**src/rtl/dbuf_status_mgr.sv**
```systemverilog
module dbuf_status_mgr #(
  parameter int CNT_MAX = 2
) (
  input  logic       clk,
  input  logic       rst_n,
  input  logic       mode_upload,
  input  logic       usb_pkt_done,
  input  logic [1:0] cpu_buf_done,
  input  logic       reg_wr,
  input  logic [7:0] reg_wdata,
  output logic [7:0] reg_rdata,
  output logic [1:0] pkt_cnt
);
  localparam int CW = $clog2(CNT_MAX + 1);

  logic          cur, cur_n;
  logic [1:0]    st, st_n;
  logic [CW-1:0] cnt, cnt_n;

  wire clr = reg_wr & reg_wdata[0];

  always_comb begin
    st_n  = st;
    cur_n = cur;
    cnt_n = cnt;
    if (usb_pkt_done) begin
      st_n[cur] = ~mode_upload;
      cur_n     = ~cur;
      if (cnt != CW'(CNT_MAX)) cnt_n = cnt + 1'b1;
    end
    for (int i = 0; i < 2; i++)
      if (cpu_buf_done[i]) st_n[i] = mode_upload;
    if (clr) begin
      st_n  = '0;
      cur_n = 1'b0;
      cnt_n = '0;
    end
  end

  always_ff @(posedge clk or negedge rst_n) begin
    if (!rst_n) begin
      st  <= '0;
      cur <= 1'b0;
      cnt <= '0;
    end else begin
      st  <= st_n;
      cur <= cur_n;
      cnt <= cnt_n;
    end
  end

  assign reg_rdata = {4'b0000, cur, st[1], st[0], 1'b0};
  assign pkt_cnt   = 2'(cnt);

  p_reserved_zero_r2: assert property (@(posedge clk) disable iff (!rst_n)
    reg_rdata[7:4] == 4'b0000 && reg_rdata[0] == 1'b0);

  p_toggle_r3: assert property (@(posedge clk) disable iff (!rst_n)
    (usb_pkt_done && !clr) |=> reg_rdata[3] != $past(reg_rdata[3]));

  p_cpu_keeps_cur_r6: assert property (@(posedge clk) disable iff (!rst_n)
    (!usb_pkt_done && !clr) |=> $stable(reg_rdata[3]));

  p_cnt_sat_r7: assert property (@(posedge clk) disable iff (!rst_n)
    pkt_cnt <= 2'(CNT_MAX));

  p_clear_r8: assert property (@(posedge clk) disable iff (!rst_n)
    clr |=> (reg_rdata == 8'h00 && pkt_cnt == 2'd0));

  p_no_effect_r9: assert property (@(posedge clk) disable iff (!rst_n)
    (reg_wr && !reg_wdata[0] && !usb_pkt_done && cpu_buf_done == 2'b00)
      |=> ($stable(reg_rdata) && $stable(pkt_cnt)));
endmodule

```
**config.mk**
```make
export PLATFORM = sky130hd
export DESIGN_NAME = dbuf_status_mgr
export DESIGN_NICKNAME = d
export VERILOG_FILES = /design/src/rtl/dbuf_status_mgr.sv
export SDC_FILE = /design/constraint.sdc
export NUM_CORES = 1
export LEC_CHECK = 0
export BUFFER_PORTS_ARGS = -buffer_cell sky130_fd_sc_hd__buf_2
export CORE_AREA = 2 2 39 41
export CTS_BUF_LIST = sky130_fd_sc_hd__clkbuf_4 sky130_fd_sc_hd__clkbuf_8
export CTS_CLUSTER_SIZE = 8
export DETAILED_ROUTE_END_ITERATION = 12
export DIE_AREA = 0 0 41 43
export PLACE_DENSITY = 0.65
export SLEW_MARGIN = 40
export SYNTH_ARGS = -nofsm -noshare
export SYNTH_HDL_FRONTEND = slang
export SYNTH_SLANG_ARGS = --single-unit
export TNS_END_PERCENT = 10
```
**constraint.sdc**
```tcl
create_clock -name clk -period 2.7 [get_ports clk]
set_input_delay 0.675 -clock clk [delete_from_list [all_inputs] [get_ports clk]]
set_output_delay 0.675 -clock clk [all_outputs]
set_load 0.1 [all_outputs]
```
## Word-level counts from Yosys, hierarchy flattened

Index checks and enable logic that the tools add are counted.

| operators by class | value |
|---|---|
| add/sub/neg operators | 1 |
| $lt $le $gt $ge | 2 |
| equal/unequal tests | 1 |
| muxes and demuxes | 12 |
| bitwise logic cells | 3 |
| reduce and logical (&&, ||, !) cells | 6 |

Operators by type and width:

| operator | count |
|---|---|
| 2-bit 2-to-1 mux | 5 |
| 3-bit nonzero test | 2 |
| 1-bit 2-to-1 mux | 5 |
| 2-bit nonzero test | 2 |
| 2-bit by 1-bit adder with 2-bit output (second input constant) | 1 |
| 2-bit bitwise mux | 1 |
| 1-bit by 2-bit less-than comparator with 1-bit output (second input constant) | 1 |
| 2-bit inequality test (second input constant) | 1 |
| 1-bit NOT | 2 |
| 2-bit AND reduction | 1 |
| 1-bit AND | 1 |
| 1-bit demux with 1-bit select | 1 |
| 1-bit greater-or-equal comparator (second input constant) | 1 |
| 1-bit logical AND | 1 |

| storage, ports and cells | value |
|---|---|
| flip-flop bits (word level) | 5 |
| bits of input ports | 15 |

## Longest topological paths before layout

Gate-level depths: netlist (run 1).

| logic depth | value |
|---|---|
| depth in word-level cells | 8 |
| depth in mapped cells | 5 |
| mapped depth without buffers | 5 |

## Least setup slack after synthesis (run 1)

No wires, ideal clock.

| path | value |
|---|---|
| kind | reg2reg |
| start point | register cnt[0] (netlist: pkt_cnt[0]) |
| end point | register cnt[1] (netlist: pkt_cnt[1]) |
| setup time | 0.079 ns |
| arrival time | 1.736 ns |
| slack | 0.885 ns |
| cell stages (with the launch flop) | 6 |
| path buffers | 0 |
| clock period less this slack | 1.815 ns |
| path through | dfrtp_1 > inv_1 > ha_1 > nor3b_1 > a21oi_1 > a21oi_1 |

| between the ends | value |
|---|---|
| word-level cells in the longest chain between the ends | 4 |
| elaborated cells on any way between the ends | 7 |
| classes of those cells | add/sub: 1; eq/ne: 1; mux: 3; reduce/logical: 2 |

RTL lines:

| what | line | text |
|---|---|---|
| start, declared | 18 | `logic [CW-1:0] cnt, cnt_n;` |
| start signal, assigned | 48 | `cnt <= cnt_n;` |
| 2-bit by 1-bit adder with 2-bit output | 29 | `if (cnt != CW'(CNT_MAX)) cnt_n = cnt + 1'b1;` |
| 2-bit 2-to-1 mux | 29 |  |
| 2-bit 2-to-1 mux | 26 | `if (usb_pkt_done) begin` |
| 2-bit 2-to-1 mux | 33 | `if (clr) begin` |

Parallel ways exist; a longest one is shown, timed or not. The select of a mux whose other input is x is not followed.
A chain may end at the register's enable or synchronous reset.

## Worst setup path after layout (run 1)

| path | value |
|---|---|
| start point | register cur |
| end point | output port reg_rdata[3] |

RTL lines:

| what | line | text |
|---|---|---|
| start, declared | 16 | `logic cur, cur_n;` |
| start signal, assigned | 47 | `cur <= cur_n;` |
| end, declared | 11 | `output logic [7:0] reg_rdata,` |

No word-level cell between the ends.

==> flow_summary.yaml, run 1 <==
sta:
  hold_viol_final: 0
  fin_setup_tns_ps: 0
  min_period_ps: 1819
  skew_ps: 0.05873
  max_clock_freq_ghz: 0.5497
  fin_crit_sh_pct: 67.37
  drv_slew: 0
  setup_viol: 0
  rsz0062_at_grt: "false"
power:
  p_sw_share_pct: 55.32
  p_seq_share_pct: 23.1
  leakagePower_nw: 0.1971
  power_switching_mw: 0.2624
  irDropWorstVdd_v: 0.0003415
  pwr_density_cell_mw_per_mm2: 1207
  power_frac_comb_pct: 57.5
  p_int_mw: 0.2119
  pwr-share-clk_pct: 19.4
clock_network:
  htree_levels: 1
  cts_tree: "done"
  hold_buffers: 0
  clkLatencyLatePin_ps: 230
  clk_path_buf_depth: 2
  cts_buffers: 3
  post_cts_buffers: 0
  clock-root-buffer: "clkbuf_4"
  cts_sinks: 5
  path_clk_slew_ps: 40
  cts.repair.resized: 0
synth:
  syn-cell-area_um2: 312.8
  yosysSeqAreaShare_pct: 40.00
  ys.flop_type: "dfrtp_1"
  synth_adder_area_share_pct: 4.000
  synth_top_family_by_area: "compound AO/OA/AOI/OAI gates"
  yosys_warnings: 0
  async_flop_share_pct: 100.0
  netlist_top_cells_area: "dfrtp_1 (40%), buf_4 (14%), a21oi_1 (8.0%)"
  ys_seq_elements: 5
  synth-simple-area-share_pct: 10.40
  synth_top_area_share_pct: 40.00
  synth_compound_area_share_pct: 22.00
  yosysMostFrequentCell: "buf_4"
  synthDistinctLibCells: 15
  synthXorXnorAreaFrac_pct: 5.600
  syn_area_per_cell_um2: 10.09
  yosysTopAreaCell: "dfrtp_1"
  synth_cells: 31
  synthMuxAreaShare_pct: 0
  synth_edf_count: 0
  netlist_top_cells_count: "buf_4 (6), a21oi_1 (5), dfrtp_1 (5)"
floorplan:
  fp.dieH_um: 43
  die-area_mm2: 0.001763
  io_pins: 25
  fp.dieW_um: 41
  fp-row-count: 14
  design.core.area_mm2: 0.001384
  start_util_pct: 22.60
finish:
  instances_no_fill: 61
  fin_nets: 62
  fin_area_um2: 392.9
  drive_gt1_share_pct: 40.00
  final_util_pct: 28.39
  n_antenna_cell: 0
  area_growth_pct: 25.60
run:
  drv_cap: 0
critical_path:
  r2r_slack_ps: 1590
  crit_path_max_fanout: 6
  crit_family: "buffers and inverters"
  critical_path_arrival_ps: 1140
  criticalPathCategory: "reg2out"
  end_kind: "output port"
  cp.required_ps: 2030
  crit_buf_inv: 1
  crit_path_cell_trace: "buf_2"
  cpMaxStageDelayCell: "buf_2"
  cpPeakStageDelay_ps: 470
  cp-start-kind: "flip-flop"
grt:
  grt_pass1_wl_um: 821
  first_global_vias: 230
  grt_remaining_overflow: 0
  grt_use_total_pct: 7.467
  grt_max_degree: 8
  antenna_found_initial: 0
placed_design:
  postPlaceCellArea_um2: 362.8
  portBuffers: 12
  dp_hpwl_um: 488.2
  globalplace.congestion: 0.6474
  dp.cells: 57
outcome:
  outcome: "completed"
drt:
  drc: 0
  vias: 241
  final_antenna_net_count: 0
  wl_per_cell_um: 8.557
  drt_iter0_markers: 0
  via_per_inst: 3.951
  drt_wl_total_um: 522
  drt-pass1-iter-count: 1
hold_path:
  hp-class: "in2async"
[kinds of logic (layout without fill, tap and decap cells)]
logic type | count (synthesis) | count (layout)
fa+ha+maj | 1 | 1
buf+inv | 8 | 18
other cells | 1 | 5
simple gates | 4 | 4
xor+xnor | 2 | 2
flops | 5 | 5
compound gates | 10 | 10
[flip-flops by register name, indices dropped and copies added, names as in the netlist]
name     cells
cur          1
pkt_cnt      2
st           2
[final timing paths]
check                                       start                      to  cells past startpoint
hold reg to reg            pkt_cnt[1]$_DFFE_PN0P_  pkt_cnt[1]$_DFFE_PN0P_                      2
setup reg to reg           pkt_cnt[0]$_DFFE_PN0P_  pkt_cnt[1]$_DFFE_PN0P_                      5
setup / recovery                  cur$_DFFE_PN0P_            reg_rdata[3]                      1
hold / removal                              rst_n       st[1]$_DFFE_PN0P_                      1
min in group clk           pkt_cnt[1]$_DFFE_PN0P_  pkt_cnt[1]$_DFFE_PN0P_                      2
max in group asynchronous                   rst_n  pkt_cnt[0]$_DFFE_PN0P_                      1
[worst reg2reg max path, cell delays in order, from the launching register on]
cell and delay, ps:
dfrtp_1 360, inv_1 90, ha_1 230, nor3b_1 170
a21oi_1 60, a21oi_1 120
[layer usage]
layer	track usage [%]	share of wire [%]	vias to the layer above
met5	0	0	-
met4	8.000	0	0
met3	1.571	10	0
met2	12.19	52	11
met1	6.536	37	103
li1	-	-	127
[power groups by stage]
stage	logic, mW	registers (mW)	clock network [mW]
global route	0.287	0.114	0.102
finish	0.273	0.110	0.0921
floorplan	0.125	0.228	0
CTS	0.276	0.110	0.0969
detailed placement	0.276	0.111	0
global placement	0.271	0.112	0
[cell usage in the layout (no fill, tap or decap)]
cell type | synthesis | layout
a31oi_1 | 1 | 1
buf_2 | 0 | 12
clkbuf_4 | 0 | 4
a22oi_1 | 1 | 1
nor3b_1 | 1 | 1
dfrtp_1 | 5 | 5
xnor2_1 | 2 | 2
conb_1 | 1 | 5
nor3b_2 | 1 | 1
o21a_1 | 1 | 1
ha_1 | 1 | 1
a221oi_2 | 1 | 1
a21oi_1 | 5 | 5
inv_1 | 2 | 2
nand2b_1 | 2 | 2
a211oi_1 | 1 | 1
[area by class of cell]
class | count | area, um2
clock buffer | 4 | 30.03
fill | 170 | 991.0
inverter | 2 | 7.507
multi-input combinational | 22 | 150.1
sequential | 5 | 125.1
tap | 16 | 20.02
timing repair buffer | 12 | 60.06
[metrics by stage]
step / power, mW / hold WS (ps) / worst slack (ps)
2_1_floorplan: 0.3530 / 379.4 / 885.5
3_3_place_gp: 0.3828 / 489.0 / 1135
3_5_place_dp: 0.3869 / 494.7 / 1125
4_1_cts: 0.4827 / 239.5 / 868.1
5_1_grt: 0.5029 / 239.0 / 833.6
6_report: 0.4743 / 244.8 / 881.0
Power figures use the tool's default switching activity.
==> run 2, diff against run 1 <==
Settings changed: PLACE_DENSITY 0.65 to 0.67.
Clock period 2.7 ns to 1.52 ns, I/O delays scaled along.
==> flow_summary.yaml, run 2 (synthesis gave the netlist of run 1 again) <==
sta:
  max_clock_freq_ghz: 0.7164
  fin_setup_tns_ps: 0
  finalHoldWorstSlack_ps: 339.6
  drv_slew: 0
  min_period_ps: 1396
  hold_viol_final: 0
  setup_viol: 0
  skew_ps: 0.04108
  fin_crit_sh_pct: 91.84
  rsz0062_at_grt: "false"
finish:
  fin_nets: 63
  layout_commonest_cell: "buf_2"
  area_growth_pct: 34.40
  num-fill-cells: 167
  final_cell_mix: "buf_2 (11), a21oi_1 (5), conb_1 (5)"
  n_antenna_cell: 0
  reg_top3: "pkt_cnt (2), st (2), cur (1)"
  drive_gt1_share_pct: 43.48
  instances_no_fill: 62
critical_path:
  cpMaxStageDelayCell: "buf_2"
  cp.required_ps: 1140
  crit_path_cell_trace: "buf_2"
  r2r_slack_ps: 390
  reg2reg_depth: 5
  cpPeakStageDelay_ps: 420
  cp-startpoint: "pkt_cnt[1]$_DFFE_PN0P_"
  reg2reg_from: "pkt_cnt[0]$_DFFE_PN0P_"
  crit_path_max_fanout: 3
  crit_buf_inv: 1
  end_kind: "output port"
  r2r_end: "pkt_cnt[1]$_DFFE_PN0P_"
  crit_family: "buffers and inverters"
  criticalPathCategory: "reg2out"
  critical_path_arrival_ps: 1020
  cp-start-kind: "flip-flop"
grt:
  antenna_found_initial: 0
  grt.busiest_layer: "met2"
  use_met2_pct: 12.50
  use_met3_pct: 1.571
  grt_max_degree: 8
  first_global_vias: 240
  grt_pass1_wl_um: 903
  grt_remaining_overflow: 0
  grt_use_total_pct: 7.871
  grtUsageMet1_pct: 8.497
hold_path:
  hold-path-cell-count: 2
  min_from: "cpu_buf_done[0]"
  hp-class: "in2reg"
  whs_endpoint: "st[0]$_DFFE_PN0P_"
clock_network:
  htree_levels: 1
  cts_buffers: 3
  path_clk_slew_ps: 40
  cts_tree: "done"
  cts_sinks: 5
  clk_path_buf_depth: 2
  clkLatencyLatePin_ps: 230
  cts.repair.resized: 0
  hold_buffers: 1
  clock-root-buffer: "clkbuf_4"
  post_cts_buffers: 0
floorplan:
  io_pins: 25
  fp.dieW_um: 41
  die-area_mm2: 0.001763
  design.core.area_mm2: 0.001384
  fp-row-count: 14
  fp.dieH_um: 43
  start_util_pct: 22.60
placed_design:
  portBuffers: 12
  dp_hpwl_um: 490.5
  dp.cells: 57
  globalplace.congestion: 0.6553
power:
  pwr_density_cell_mw_per_mm2: 2081
  irDropWorstVdd_v: 0.0007115
  leakagePower_nw: 0.2034
drt:
  drc: 0
  vias: 254
  wl_per_cell_um: 8.710
  via_per_inst: 4.097
  drt_iter0_markers: 1
  final_antenna_net_count: 0
  drt_wl_total_um: 540
  drt-pass1-iter-count: 2
outcome:
  outcome: "completed"
run:
  drv_cap: 0
==> run 2: area by class of cell <==
type                    count  area (um2)  share of cell area (%)
clock buffers               4       30.03                   7.143
inverters                   2       7.507                   1.786
multi-input cells          22       150.1                   35.71
flip-flops and latches      5       127.6                   30.36
well taps                  16       20.02                   4.762
repair buffers             13       85.08                   20.24
==> run 2: how the worst max path moves through the flow <==
stage                             endpoint  slack (ps)  depth (start not counted)
floorplan           pkt_cnt[1]$_DFFE_PN0P_          10                          5
global placement                pkt_cnt[1]         370                          1
finish                          pkt_cnt[1]         120                          1
global route                  reg_rdata[1]          80                          1
detailed placement              pkt_cnt[1]         370                          1
CTS                             pkt_cnt[1]         110                          1
==> run 2: routing by layer <==
metal / routed length [um] / vias to the layer above
met3: 53 / 0
met4: 0 / 0
li1: - / 127
met2: 279 / 10
met5: 0 / -
met1: 207 / 117
==> run 2: stage by stage <==
stage / cell area [um2] / setup WS, ps / utilization [%] / total power [mW]
final: 420.4 / 124.1 / 30.38 / 0.8748
after CTS: 420.4 / 109.8 / 30.38 / 0.8887
after detailed placement: 380.4 / 366.7 / 27.49 / 0.7158
after global placement: 380.4 / 367.1 / 27.49 / 0.7083
after global routing: 420.4 / 82.56 / 30.38 / 0.9303
after floorplan: 330.3 / 11.94 / - / 0.6319
==> run 2: power breakdown <==
part | internal (mW) | leakage, nW | switching [mW]
Sequential | 0.173 | 0.0595 | 0.0307
Combinational | 0.113 | 0.126 | 0.394
Clock | 0.117 | 0.0184 | 0.0484
==> run 3, diff against run 2 <==
Settings changed: BUFFER_PORTS_ARGS -buffer_cell sky130_fd_sc_hd__buf_2 to -buffer_cell sky130_fd_sc_hd__clkbuf_2.
==> flow_summary.yaml, run 3 (synthesis gave the netlist of run 1 again) <==
power:
  power_frac_comb_pct: 59.5
  irDropWorstVdd_v: 0.0006705
  p_sw_share_pct: 52.12
  leakagePower_nw: 0.2107
  pwr_density_cell_mw_per_mm2: 2092
  p_int_mw: 0.4437
  pwr-share-clk_pct: 17.9
  power_switching_mw: 0.4830
  p_seq_share_pct: 22.6
clock_network:
  cts.repair.resized: 0
  clock-root-buffer: "clkbuf_4"
  cts_tree: "done"
  cts_sinks: 5
  htree_levels: 1
  clk_path_buf_depth: 2
  post_cts_buffers: 0
  cts_buffers: 3
  hold_buffers: 1
  path_clk_slew_ps: 40
  clkLatencyLatePin_ps: 240
grt:
  grt_use_total_pct: 8.190
  grt_max_degree: 8
  antenna_found_initial: 0
  grt_pass1_wl_um: 910
  first_global_vias: 256
  grt_remaining_overflow: 0
placed_design:
  portBuffers: 12
  dp_hpwl_um: 511.6
  dp.cells: 57
  globalplace.congestion: 0.6619
  postPlaceCellArea_um2: 402.9
floorplan:
  fp.dieW_um: 41
  start_util_pct: 22.60
  design.core.area_mm2: 0.001384
  fp-row-count: 14
  io_pins: 25
  fp.dieH_um: 43
  die-area_mm2: 0.001763
finish:
  reg_top3: "pkt_cnt (2), st (2), cur (1)"
  final_util_pct: 32.01
  drive_gt1_share_pct: 43.48
  fin_area_um2: 442.9
  fin_nets: 63
  area_growth_pct: 41.60
  final_cell_mix: "clkbuf_2 (7), a21oi_1 (5), conb_1 (5)"
  n_antenna_cell: 0
  instances_no_fill: 62
  layout_commonest_cell: "clkbuf_2"
sta:
  hold_viol_final: 0
  max_clock_freq_ghz: 0.7609
  drv_slew: 0
  fin_setup_tns_ps: 0
  setup_viol: 0
  skew_ps: 0.1165
  finalHoldWorstSlack_ps: 346.8
  fin_crit_sh_pct: 86.46
  rsz0062_at_grt: "false"
  min_period_ps: 1314
critical_path:
  r2r_slack_ps: 330
  r2r_end: "pkt_cnt[1]$_DFFE_PN0P_"
  cp.required_ps: 1140
  crit_path_cell_trace: "buf_12"
  cpPeakStageDelay_ps: 480
  crit_buf_inv: 1
  cp.depth: 1
  criticalPathCategory: "reg2out"
  crit_family: "flip-flops"
  crit_path_max_fanout: 6
  reg2reg_depth: 5
  critical_path_arrival_ps: 930
  end_kind: "output port"
  cpMaxStageDelayCell: "dfrtp_1"
  reg2reg_from: "pkt_cnt[0]$_DFFE_PN0P_"
  cp-start-kind: "flip-flop"
drt:
  wl_per_cell_um: 9.210
  final_antenna_net_count: 0
  drt-pass1-iter-count: 2
  vias: 258
  drt_wl_total_um: 571
  via_per_inst: 4.161
  drc: 0
  drt_iter0_markers: 4
hold_path:
  hp-class: "in2reg"
  hold-path-cell-count: 2
  min_from: "cpu_buf_done[0]"
  whs_endpoint: "st[0]$_DFFE_PN0P_"
outcome:
  outcome: "completed"
run:
  drv_cap: 0
[run 3: worst max path at each step]
| stage | to | slack, ps | from |
|---|---|---|---|
| after global routing | reg_rdata[3] | 170 | cur$_DFFE_PN0P_ |
| after floorplan | pkt_cnt[1]$_DFFE_PN0P_ | 10 | pkt_cnt[0]$_DFFE_PN0P_ |
| after detailed placement | pkt_cnt[1]$_DFFE_PN0P_ | 320 | pkt_cnt[0]$_DFFE_PN0P_ |
| after CTS | reg_rdata[3] | 190 | cur$_DFFE_PN0P_ |
| after global placement | st[0]$_DFFE_PN0P_ | 380 | usb_pkt_done |
| final | reg_rdata[3] | 210 | cur$_DFFE_PN0P_ |
[run 3: cell type report]
cell class	count	area, um2
Inverter	2	7.507
Sequential cell	5	127.6
Clock buffer	4	30.03
Fill cell	156	940.9
Multi-Input combinational cell	22	150.1
Timing Repair Buffer	13	107.6
Tap cell	16	20.02
[run 3: per-layer routing]
metal / part of all wire [%] / GRT usage (%) / up-vias
li1: - / - / 130
met1: 39 / 8.553 / 118
met2: 53 / 12.50 / 10
met3: 7.9 / 1.571 / 0
met4: 0 / 8.000 / 0
met5: 0 / 0 / -
[run 3: worst reg2reg max path, delay by kind of cell (launching register included)]
kind,cells,cell delay [ps]
AOI/OAI and AO/OA,2,210
and+or+nand+nor,1,190
adders and majority gates,1,240
buffers and inverters,1,80
DFF,1,390
[run 3: per-stage QoR]
step | setup slack (ps) | total power, mW
after floorplan | 11.94 | 0.6319
after global placement | 381.7 | 0.7549
after detailed placement | 317.1 | 0.7668
after CTS | 186.9 | 0.9413
after global routing | 171.7 | 0.9734
final | 205.8 | 0.9267
[run 3: power groups by stage]
stage                     Clock [mW]  Sequential [mW]  Combinational [mW]
after floorplan                    0            0.409               0.222
after global placement             0            0.213               0.542
after detailed placement           0            0.213               0.554
after CTS                      0.174            0.211               0.556
after global routing           0.183            0.218               0.573
final                          0.165            0.209               0.552
